`config.mk`:
```
export PLATFORM = sky130hd
export DESIGN_NAME = mpc_speed_ctrl
export DESIGN_NICKNAME = d
export VERILOG_FILES = /design/src/rtl/mpc_pkg.sv /design/src/rtl/mpc_cfg.sv /design/src/rtl/mpc_qmul.sv /design/src/rtl/mpc_divider.sv /design/src/rtl/mpc_speed_ctrl.sv
export SDC_FILE = /design/constraint.sdc
export NUM_CORES = 2
export LEC_CHECK = 0
export ABC_CLOCK_PERIOD_IN_PS = 33500
export CAP_MARGIN = 10
export CORE_UTILIZATION = 50
export DETAILED_ROUTE_END_ITERATION = 8
export DONT_BUFFER_PORTS = 1
export GPL_ROUTABILITY_DRIVEN = 1
export HOLD_SLACK_MARGIN = 0.03
export PLACE_DENSITY = 0.65
export SETUP_SLACK_MARGIN = 0.3
export SYNTH_ARGS = -nofsm -noshare
export SYNTH_HDL_FRONTEND = slang
export SYNTH_SLANG_ARGS = --single-unit
export TNS_END_PERCENT = 1
```
`constraint.sdc`:
```
create_clock -name clk -period 33.5 [get_ports clk]
set_input_delay 1.675 -clock clk [delete_from_list [all_inputs] [get_ports clk]]
set_output_delay 1.675 -clock clk [all_outputs]
set_load 0.05 [all_outputs]
```
`src/rtl/mpc_pkg.sv`:
```
package mpc_pkg;
  typedef enum logic [3:0] {
    ST_IDLE, ST_BU, ST_X, ST_XF, ST_G, ST_GE, ST_GG, ST_CHK, ST_DIV, ST_OUT
  } mpc_state_e;

  typedef enum logic [1:0] {
    SEL_POLE = 2'd0,
    SEL_GAIN = 2'd1,
    SEL_HOR  = 2'd2,
    SEL_NONE = 2'd3
  } cfg_sel_e;
endpackage

```
`src/rtl/mpc_cfg.sv`:
```
module mpc_cfg #(
  parameter int W        = 24,
  parameter int HW       = 4,
  parameter int A_INIT   = 3850,
  parameter int B_INIT   = 6308,
  parameter int HOR_INIT = 10
) (
  input  logic                clk,
  input  logic                rst_n,
  input  logic                we,
  input  logic [1:0]          sel,
  input  logic [W-1:0]        data,
  output logic signed [W-1:0] coef_a,
  output logic signed [W-1:0] coef_b,
  output logic [HW-1:0]       hor
);
  import mpc_pkg::*;
  logic signed [W-1:0] a_d, b_d;
  logic [HW-1:0]       h_d;

  always_comb begin
    a_d = coef_a;
    b_d = coef_b;
    h_d = hor;
    if (we) begin
      case (cfg_sel_e'(sel))
        SEL_POLE: a_d = data;
        SEL_GAIN: b_d = data;
        SEL_HOR:  h_d = data[HW-1:0];
        default:  ;
      endcase
    end
  end

  always_ff @(posedge clk or negedge rst_n) begin
    if (!rst_n) begin
      coef_a <= W'(A_INIT);
      coef_b <= W'(B_INIT);
      hor    <= HW'(HOR_INIT);
    end else begin
      coef_a <= a_d;
      coef_b <= b_d;
      hor    <= h_d;
    end
  end
endmodule

```
`src/rtl/mpc_qmul.sv`:
```
module mpc_qmul #(
  parameter int W = 24
) (
  input  logic signed [W-1:0]   op_a,
  input  logic signed [W-1:0]   op_b,
  output logic signed [2*W-1:0] prod
);
  assign prod = op_a * op_b;
endmodule

```
`src/rtl/mpc_divider.sv`:
```
module mpc_divider #(
  parameter int NW = 60,
  parameter int DW = 48
) (
  input  logic          clk,
  input  logic          rst_n,
  input  logic          start,
  input  logic [NW-1:0] dividend,
  input  logic [DW-1:0] divisor,
  output logic [NW-1:0] quot,
  output logic          done
);
  localparam int CW = $clog2(NW + 1);

  logic [NW-1:0] q_q, q_d;
  logic [DW-1:0] r_q, r_d;
  logic [CW-1:0] n_q, n_d;
  logic          run_q, run_d, done_d;
  logic [DW:0]   trial, diff;

  always_comb begin
    q_d    = q_q;
    r_d    = r_q;
    n_d    = n_q;
    run_d  = run_q;
    done_d = 1'b0;
    trial  = {r_q, q_q[NW-1]};
    diff   = trial - {1'b0, divisor};
    if (start) begin
      q_d   = dividend;
      r_d   = '0;
      n_d   = CW'(NW);
      run_d = 1'b1;
    end else if (run_q) begin
      if (trial >= {1'b0, divisor}) begin
        r_d = diff[DW-1:0];
        q_d = {q_q[NW-2:0], 1'b1};
      end else begin
        r_d = trial[DW-1:0];
        q_d = {q_q[NW-2:0], 1'b0};
      end
      n_d = n_q - 1'b1;
      if (n_q == CW'(1)) begin
        run_d  = 1'b0;
        done_d = 1'b1;
      end
    end
  end

  always_ff @(posedge clk or negedge rst_n) begin
    if (!rst_n) begin
      q_q   <= '0;
      r_q   <= '0;
      n_q   <= '0;
      run_q <= 1'b0;
      done  <= 1'b0;
    end else begin
      q_q   <= q_d;
      r_q   <= r_d;
      n_q   <= n_d;
      run_q <= run_d;
      done  <= done_d;
    end
  end

  assign quot = q_q;
endmodule

```
`src/rtl/mpc_speed_ctrl.sv`:
```
module mpc_speed_ctrl #(
  parameter int W        = 24,
  parameter int F        = 12,
  parameter int HMAX     = 15,
  parameter int A_INIT   = 3850,
  parameter int B_INIT   = 6308,
  parameter int HOR_INIT = 10,
  parameter int U_MAX    = 409600
) (
  input  logic         clk,
  input  logic         rst_n,
  input  logic         strobe,
  input  logic [W-1:0] meas,
  input  logic [W-1:0] ref_spd,
  input  logic         cfg_we,
  input  logic [1:0]   cfg_sel,
  input  logic [W-1:0] cfg_data,
  output logic         busy,
  output logic         done,
  output logic [W-1:0] u_out
);
  import mpc_pkg::*;
  localparam int HW = $clog2(HMAX + 1);
  localparam int PW = 2 * W;
  localparam int NW = PW + F;
  localparam logic signed [PW:0] WMAX = {{(PW-W+2){1'b0}}, {(W-1){1'b1}}};
  localparam logic signed [PW:0] WMIN = {{(PW-W+2){1'b1}}, {(W-1){1'b0}}};
  localparam logic signed [PW:0] PMAX = {2'b00, {(PW-1){1'b1}}};
  localparam logic signed [PW:0] PMIN = {2'b11, {(PW-1){1'b0}}};
  localparam logic signed [PW:0] UMX  = (PW+1)'(U_MAX);

  function automatic logic signed [PW:0] sx(input logic signed [W-1:0] v);
    return {{(PW+1-W){v[W-1]}}, v};
  endfunction
  function automatic logic signed [W-1:0] sat_w(input logic signed [PW:0] v);
    if (v > WMAX) return WMAX[W-1:0];
    if (v < WMIN) return WMIN[W-1:0];
    return v[W-1:0];
  endfunction
  function automatic logic signed [PW-1:0] sat_p(input logic signed [PW:0] v);
    if (v > PMAX) return PMAX[PW-1:0];
    if (v < PMIN) return PMIN[PW-1:0];
    return v[PW-1:0];
  endfunction

  // reset: asserted asynchronously, released through two flops
  logic [1:0] rs_q;
  logic       rst_i;
  always_ff @(posedge clk or negedge rst_n) begin
    if (!rst_n) rs_q <= 2'b00;
    else        rs_q <= {rs_q[0], 1'b1};
  end
  assign rst_i = rs_q[1];

  mpc_state_e st_q, st_d;
  logic signed [W-1:0]  x_q, x_d, u_q, u_d, d_q, d_d, bu_q, bu_d;
  logic signed [W-1:0]  xf_q, xf_d, g_q, g_d, ref_q, ref_d, meas_q, meas_d;
  logic signed [PW-1:0] num_q, num_d, den_q, den_d;
  logic [HW-1:0]        k_q, k_d;

  logic signed [W-1:0]  coef_a, coef_b, op_a, op_b, addend, lin_w, yp, err;
  logic [HW-1:0]        hor;
  logic signed [PW-1:0] prod, prod_sh, acc_src, acc_sat;
  logic signed [PW:0]   lin;
  logic                 take, div_start, div_done;
  logic [PW-1:0]        num_mag;
  logic [NW-1:0]        quot;
  logic signed [W-1:0]  q_lim;
  logic signed [PW:0]   u_sum;

  assign busy = (st_q != ST_IDLE) && (st_q != ST_OUT);
  assign done = (st_q == ST_OUT);
  assign take = strobe && !busy;

  mpc_cfg #(.W(W), .HW(HW), .A_INIT(A_INIT), .B_INIT(B_INIT), .HOR_INIT(HOR_INIT)) u_cfg (
    .clk(clk), .rst_n(rst_i), .we(cfg_we && !busy), .sel(cfg_sel), .data(cfg_data),
    .coef_a(coef_a), .coef_b(coef_b), .hor(hor)
  );

  // one shared multiplier, operands picked by the sequencer
  always_comb begin
    op_a   = coef_a;
    op_b   = '0;
    addend = '0;
    case (st_q)
      ST_BU: begin op_a = coef_b; op_b = u_q; end
      ST_X:  begin op_b = x_q;  addend = bu_q; end
      ST_XF: begin op_b = xf_q; addend = bu_q; end
      ST_G:  begin op_b = g_q;  addend = coef_b; end
      ST_GE: begin op_a = g_q;  op_b = err; end
      ST_GG: begin op_a = g_q;  op_b = g_q; end
      default: ;
    endcase
  end

  mpc_qmul #(.W(W)) u_mul (.op_a(op_a), .op_b(op_b), .prod(prod));

  assign prod_sh = prod >>> F;
  assign lin     = {prod_sh[PW-1], prod_sh} + sx(addend);
  assign lin_w   = sat_w(lin);
  assign yp      = sat_w(sx(xf_q) + sx(d_q));
  assign err     = sat_w(sx(ref_q) - sx(yp));
  assign acc_src = (st_q == ST_GE) ? num_q : den_q;
  assign acc_sat = sat_p({acc_src[PW-1], acc_src} + {prod[PW-1], prod});

  assign num_mag = num_q[PW-1] ? (~num_q + 1'b1) : num_q;
  mpc_divider #(.NW(NW), .DW(PW)) u_div (
    .clk(clk), .rst_n(rst_i), .start(div_start), .dividend({num_mag, {F{1'b0}}}),
    .divisor(den_q), .quot(quot), .done(div_done)
  );

  assign q_lim = (|quot[NW-1:W-1]) ? WMAX[W-1:0] : {1'b0, quot[W-2:0]};
  assign u_sum = sx(u_q) + (num_q[PW-1] ? -sx(q_lim) : sx(q_lim));

  always_comb begin
    st_d = st_q; x_d = x_q; u_d = u_q; d_d = d_q; bu_d = bu_q;
    xf_d = xf_q; g_d = g_q; num_d = num_q; den_d = den_q; k_d = k_q;
    ref_d = ref_q; meas_d = meas_q; div_start = 1'b0;
    case (st_q)
      ST_IDLE, ST_OUT: begin
        st_d = ST_IDLE;
        if (take) begin
          ref_d = ref_spd; meas_d = meas; st_d = ST_BU;
        end
      end
      ST_BU: begin bu_d = lin_w; st_d = ST_X; end
      ST_X: begin
        x_d = lin_w; xf_d = lin_w; d_d = sat_w(sx(meas_q) - sx(lin_w));
        g_d = '0; num_d = '0; den_d = '0; k_d = '0;
        st_d = (hor == '0) ? ST_CHK : ST_XF;
      end
      ST_XF: begin xf_d = lin_w; st_d = ST_G; end
      ST_G:  begin g_d = lin_w;  st_d = ST_GE; end
      ST_GE: begin num_d = acc_sat; st_d = ST_GG; end
      ST_GG: begin
        den_d = acc_sat; k_d = k_q + 1'b1;
        st_d = (k_q + 1'b1 == hor) ? ST_CHK : ST_XF;
      end
      ST_CHK: begin
        if (den_q == '0) st_d = ST_OUT;
        else begin div_start = 1'b1; st_d = ST_DIV; end
      end
      ST_DIV: begin
        if (div_done) begin
          if (u_sum < 0)        u_d = '0;
          else if (u_sum > UMX) u_d = UMX[W-1:0];
          else                  u_d = u_sum[W-1:0];
          st_d = ST_OUT;
        end
      end
      default: st_d = ST_IDLE;
    endcase
  end

  always_ff @(posedge clk or negedge rst_i) begin
    if (!rst_i) begin
      st_q <= ST_IDLE; x_q <= '0; u_q <= '0; d_q <= '0; bu_q <= '0;
      xf_q <= '0; g_q <= '0; num_q <= '0; den_q <= '0; k_q <= '0;
      ref_q <= '0; meas_q <= '0;
    end else begin
      st_q <= st_d; x_q <= x_d; u_q <= u_d; d_q <= d_d; bu_q <= bu_d;
      xf_q <= xf_d; g_q <= g_d; num_q <= num_d; den_q <= den_d; k_q <= k_d;
      ref_q <= ref_d; meas_q <= meas_d;
    end
  end

  assign u_out = u_q;
endmodule

```
==> summary.md <==
| Metric | Value |
|---|---|
| Die H | `336.1 um` |
| Post-synthesis adder-cell area fraction | `0.3057` |
| Gr ovfl total | `0` |
| Syn nets | `roughly 7600` |
| TritonCTS clock tree | `done` |
| Horiz. Die Dim | `approximately 340 um` |
| Antenna violations before repair | `22` |
| Initial DRC Count | `approximately 5000` |
| Core Region | `110700 sq um` |
| Top cell type's share of synthesized area | `0.2203` |
| Hold Slack | `0.3540 ns` |
| Final WL | `around 190000 um` |
| Via-per-instance ratio | `6.009` |
| Clock edge transition at the registers on the reported setup and hold paths | `0.07 ns` |
| Highest clock rate | `0.04137 GHz` |
| Mux share of post-synthesis cell area | `0.03377` |
| Max cap viols | `0` |
| Total CTS buffers | `54` |
| Fill cell count | `10280` |
| Drc violations | `0` |
| RSZ-0062 raised after global routing | `no` |
| Post-synth EDFFs | `0` |
| Largest net degree at the start of global routing | `111` |
| Slew Viols, Final | `0` |
| Worst endpoint required time | `34.02 ns` |
| Crit. End Element | `flip-flop` |
| Startpoint class of the critical path | `flip-flop` |
| Count leader, synth | `nand2_1` |
| Root buf cell | `clkbuf_16` |
| Synth area leader | `fa_1` |
| Avg Inst Size Synth | `8.576 sq um` |
| Register area share after synthesis | `0.2093` |
| Worst Tran Pin Value | `between 1 and 1.5 ns` |
| Total number of yosys warnings | `0` |
| Synth Flop Type | `dfrtp_1` |
| Dpl hpwl | `149500 um` |
| Slew margin rel. | `0.1434` |
| Worst Path Max Fanout | `29` |
| Clock skew | `0.03975 ns` |
| Slowest cell on the critical path | `o2111a_1` |
| Number of distinct library cells after synthesis | `98` |
| Final setup fails | `0` |
| Cts hold-fix bufs | `0` |
| DRT antenna net count | `0` |
| Crit path DAT | `approximately 25 ns` |
| PostCTS Resize Cnt | `0` |
| Final hold violations | `0` |
| Row count | `122` |
| Max incr delay on CP | `about 0.86 ns` |
| Via Count | `47630` |
| IO buf count | `0` |
| Status | `complete, no violations` |
| Drt wl/cell | `between 20 and 25 um` |
| Main combinational cell family by area after synthesis | `adder cells` |
| Sum Neg Setup Slack | `0 ns` |
| Ports | `about 100` |
| Final min period | `24.17 ns` |
| Share of layout cells above drive strength 1 | `0.06947` |
| Syn Inst Count | `6506` |
| Worst skew pair latency | `approximately 0.66 ns` |
| Mapped cell area | `roughly 56000 sq um` |
| Xor-xnor portion of the synthesized cell area | `0.04662` |
| Number of global-route vias before repair | `46450` |
| Asr flop ratio synth | `1.000` |
| Area contributors post-synth | `fa_1 22%, dfrtp_1 20%, ha_1 8.5%, nand2_1 5.9%, inv_1 5.4%` |
| Die Area | `112900 sq um` |
| Area fraction in compound gates after synthesis | `0.1758` |
| Deepest clock path buffer count | `3` |
| Register bit count reported by yosys | `around 470` |
| Period utilization | `0.7216` |
| Iteration count of the initial detailed-routing pass | `7` |
| Most used cell, CP | `inv_1` |
| Post-CTS Setup Repair Bufs | `0` |
| Setup CP Type | `flip-flop to flip-flop` |
| Worst Hold Class | `flip-flop to flip-flop` |
| Initial Utilization | `0.5042` |
| Max H-tree Level | `2` |
| GRT Total Usage | `0.3387` |
| First-pass GRT wire length | `289100 um` |
| Simple-gate share of the synthesized area | `0.1533` |
| Synth-to-layout area growth | `6.716%` |
| Final nets | `7446` |
| Clock net sink count | `466` |
| Top cells by count, synth | `878 x nand2_1, 802 x inv_1, 614 x fa_1` |
| Layout Utilization | `0.5380` |
| Gpl congestion | `roughly 1` |
[cells by family after synthesis]
logic type,after synthesis
and+or+nand+nor,1919
buffers and inverters,1111
AOI/OAI and AO/OA,1542
DFF,466
other,1
xor gates and xnor gates,297
muxes,175
adders and majority gates,995
[layer usage]
metal,global-route usage,wire (um)
met1,0.4806,81670
met2,0.5109,81880
met3,0.06886,17320
met4,0.1229,8004
met5,0,159
[registers in the layout, indices dropped and copies added (netlist names), 48 cells and up]
name	flops
den_q	48
num_q	48
u_div.r_q	48
u_div.quot	60
[cells in the final DEF (no fill, tap or decap), types with 14 or more instances in the layout]
cell,n
diode_2,19
a21o_1,106
nand4_1,52
a31oi_1,49
nor2_1,478
clkinv_2,14
or3_1,32
nand3_1,56
nor4_1,36
buf_4,120
ha_1,380
o21a_1,59
a221o_1,26
o31ai_1,28
a221oi_1,24
xnor2_1,201
mux2_2,102
mux2i_1,72
nor2b_1,34
a21oi_2,22
dfrtp_1,450
a211oi_1,17
clkbuf_16,55
fa_1,614
a222oi_1,21
o21bai_1,45
xor2_1,96
nor3_1,85
and3_1,28
inv_1,802
a22o_1,36
nand2b_1,53
or2_2,21
o22ai_1,49
a21oi_1,377
and2_1,93
o211ai_1,19
nand2_1,873
o21ai_0,479
[final timing paths]
check | depth (start not counted) | slack [ns] | end | startpoint
setup / recovery | 91 | 9.33 | d_q[7] | xf_q[1]
hold / removal | 0 | 0.35 | rs_q[1] | rs_q[0]
setup reg to reg | 91 | 9.33 | d_q[7] | xf_q[1]
hold reg to reg | 0 | 0.35 | rs_q[1] | rs_q[0]
max in group asynchronous | 2 | 30.74 | u_div.quot[8] | rs_q[1]
min in group asynchronous | 0 | 0.37 | meas_q[19] | rs_q[1]
[area by class of cell]
type / instances / area [sq um] / share of cell area
multi-input combinational: 4929 / 40140 / 0.6741
sequential: 466 / 11690 / 0.1963
inverter: 803 / 3014 / 0.05062
tap: 1488 / 1862 / 0.03127
clock buffer: 70 / 1513 / 0.02540
timing repair buffer: 120 / 900.9 / 0.01513
clock inverter: 32 / 382.9 / 0.006430
antenna: 19 / 47.55 / 0.0007985
[metrics by stage]
step | std cells | setup slack, ns | cell area, sq um
detailed placement | 7806 | 9.751 | 57600
global route | 7913 | 7.616 | 59510
global placement | 7806 | 10.37 | 57600
CTS | 7908 | 9.670 | 59500
floorplan | 6506 | 12.98 | 55800
finish | 7927 | 9.326 | 59540
[critical path, delay by kind of cell (launching register included)]
| kind | cells | cell delay (ns) |
|---|---|---|
| compound gates | 48 | 12.80 |
| xor+xnor | 2 | 0.50 |
| fa+ha+maj | 13 | 5.09 |
| buf+inv | 11 | 1.71 |
| flops | 1 | 0.44 |
| simple gates | 17 | 3.44 |
Power is left out: the tool's default activity adds up to more than one toggle a clock period on the data nets, which glitch-free logic cannot reach.
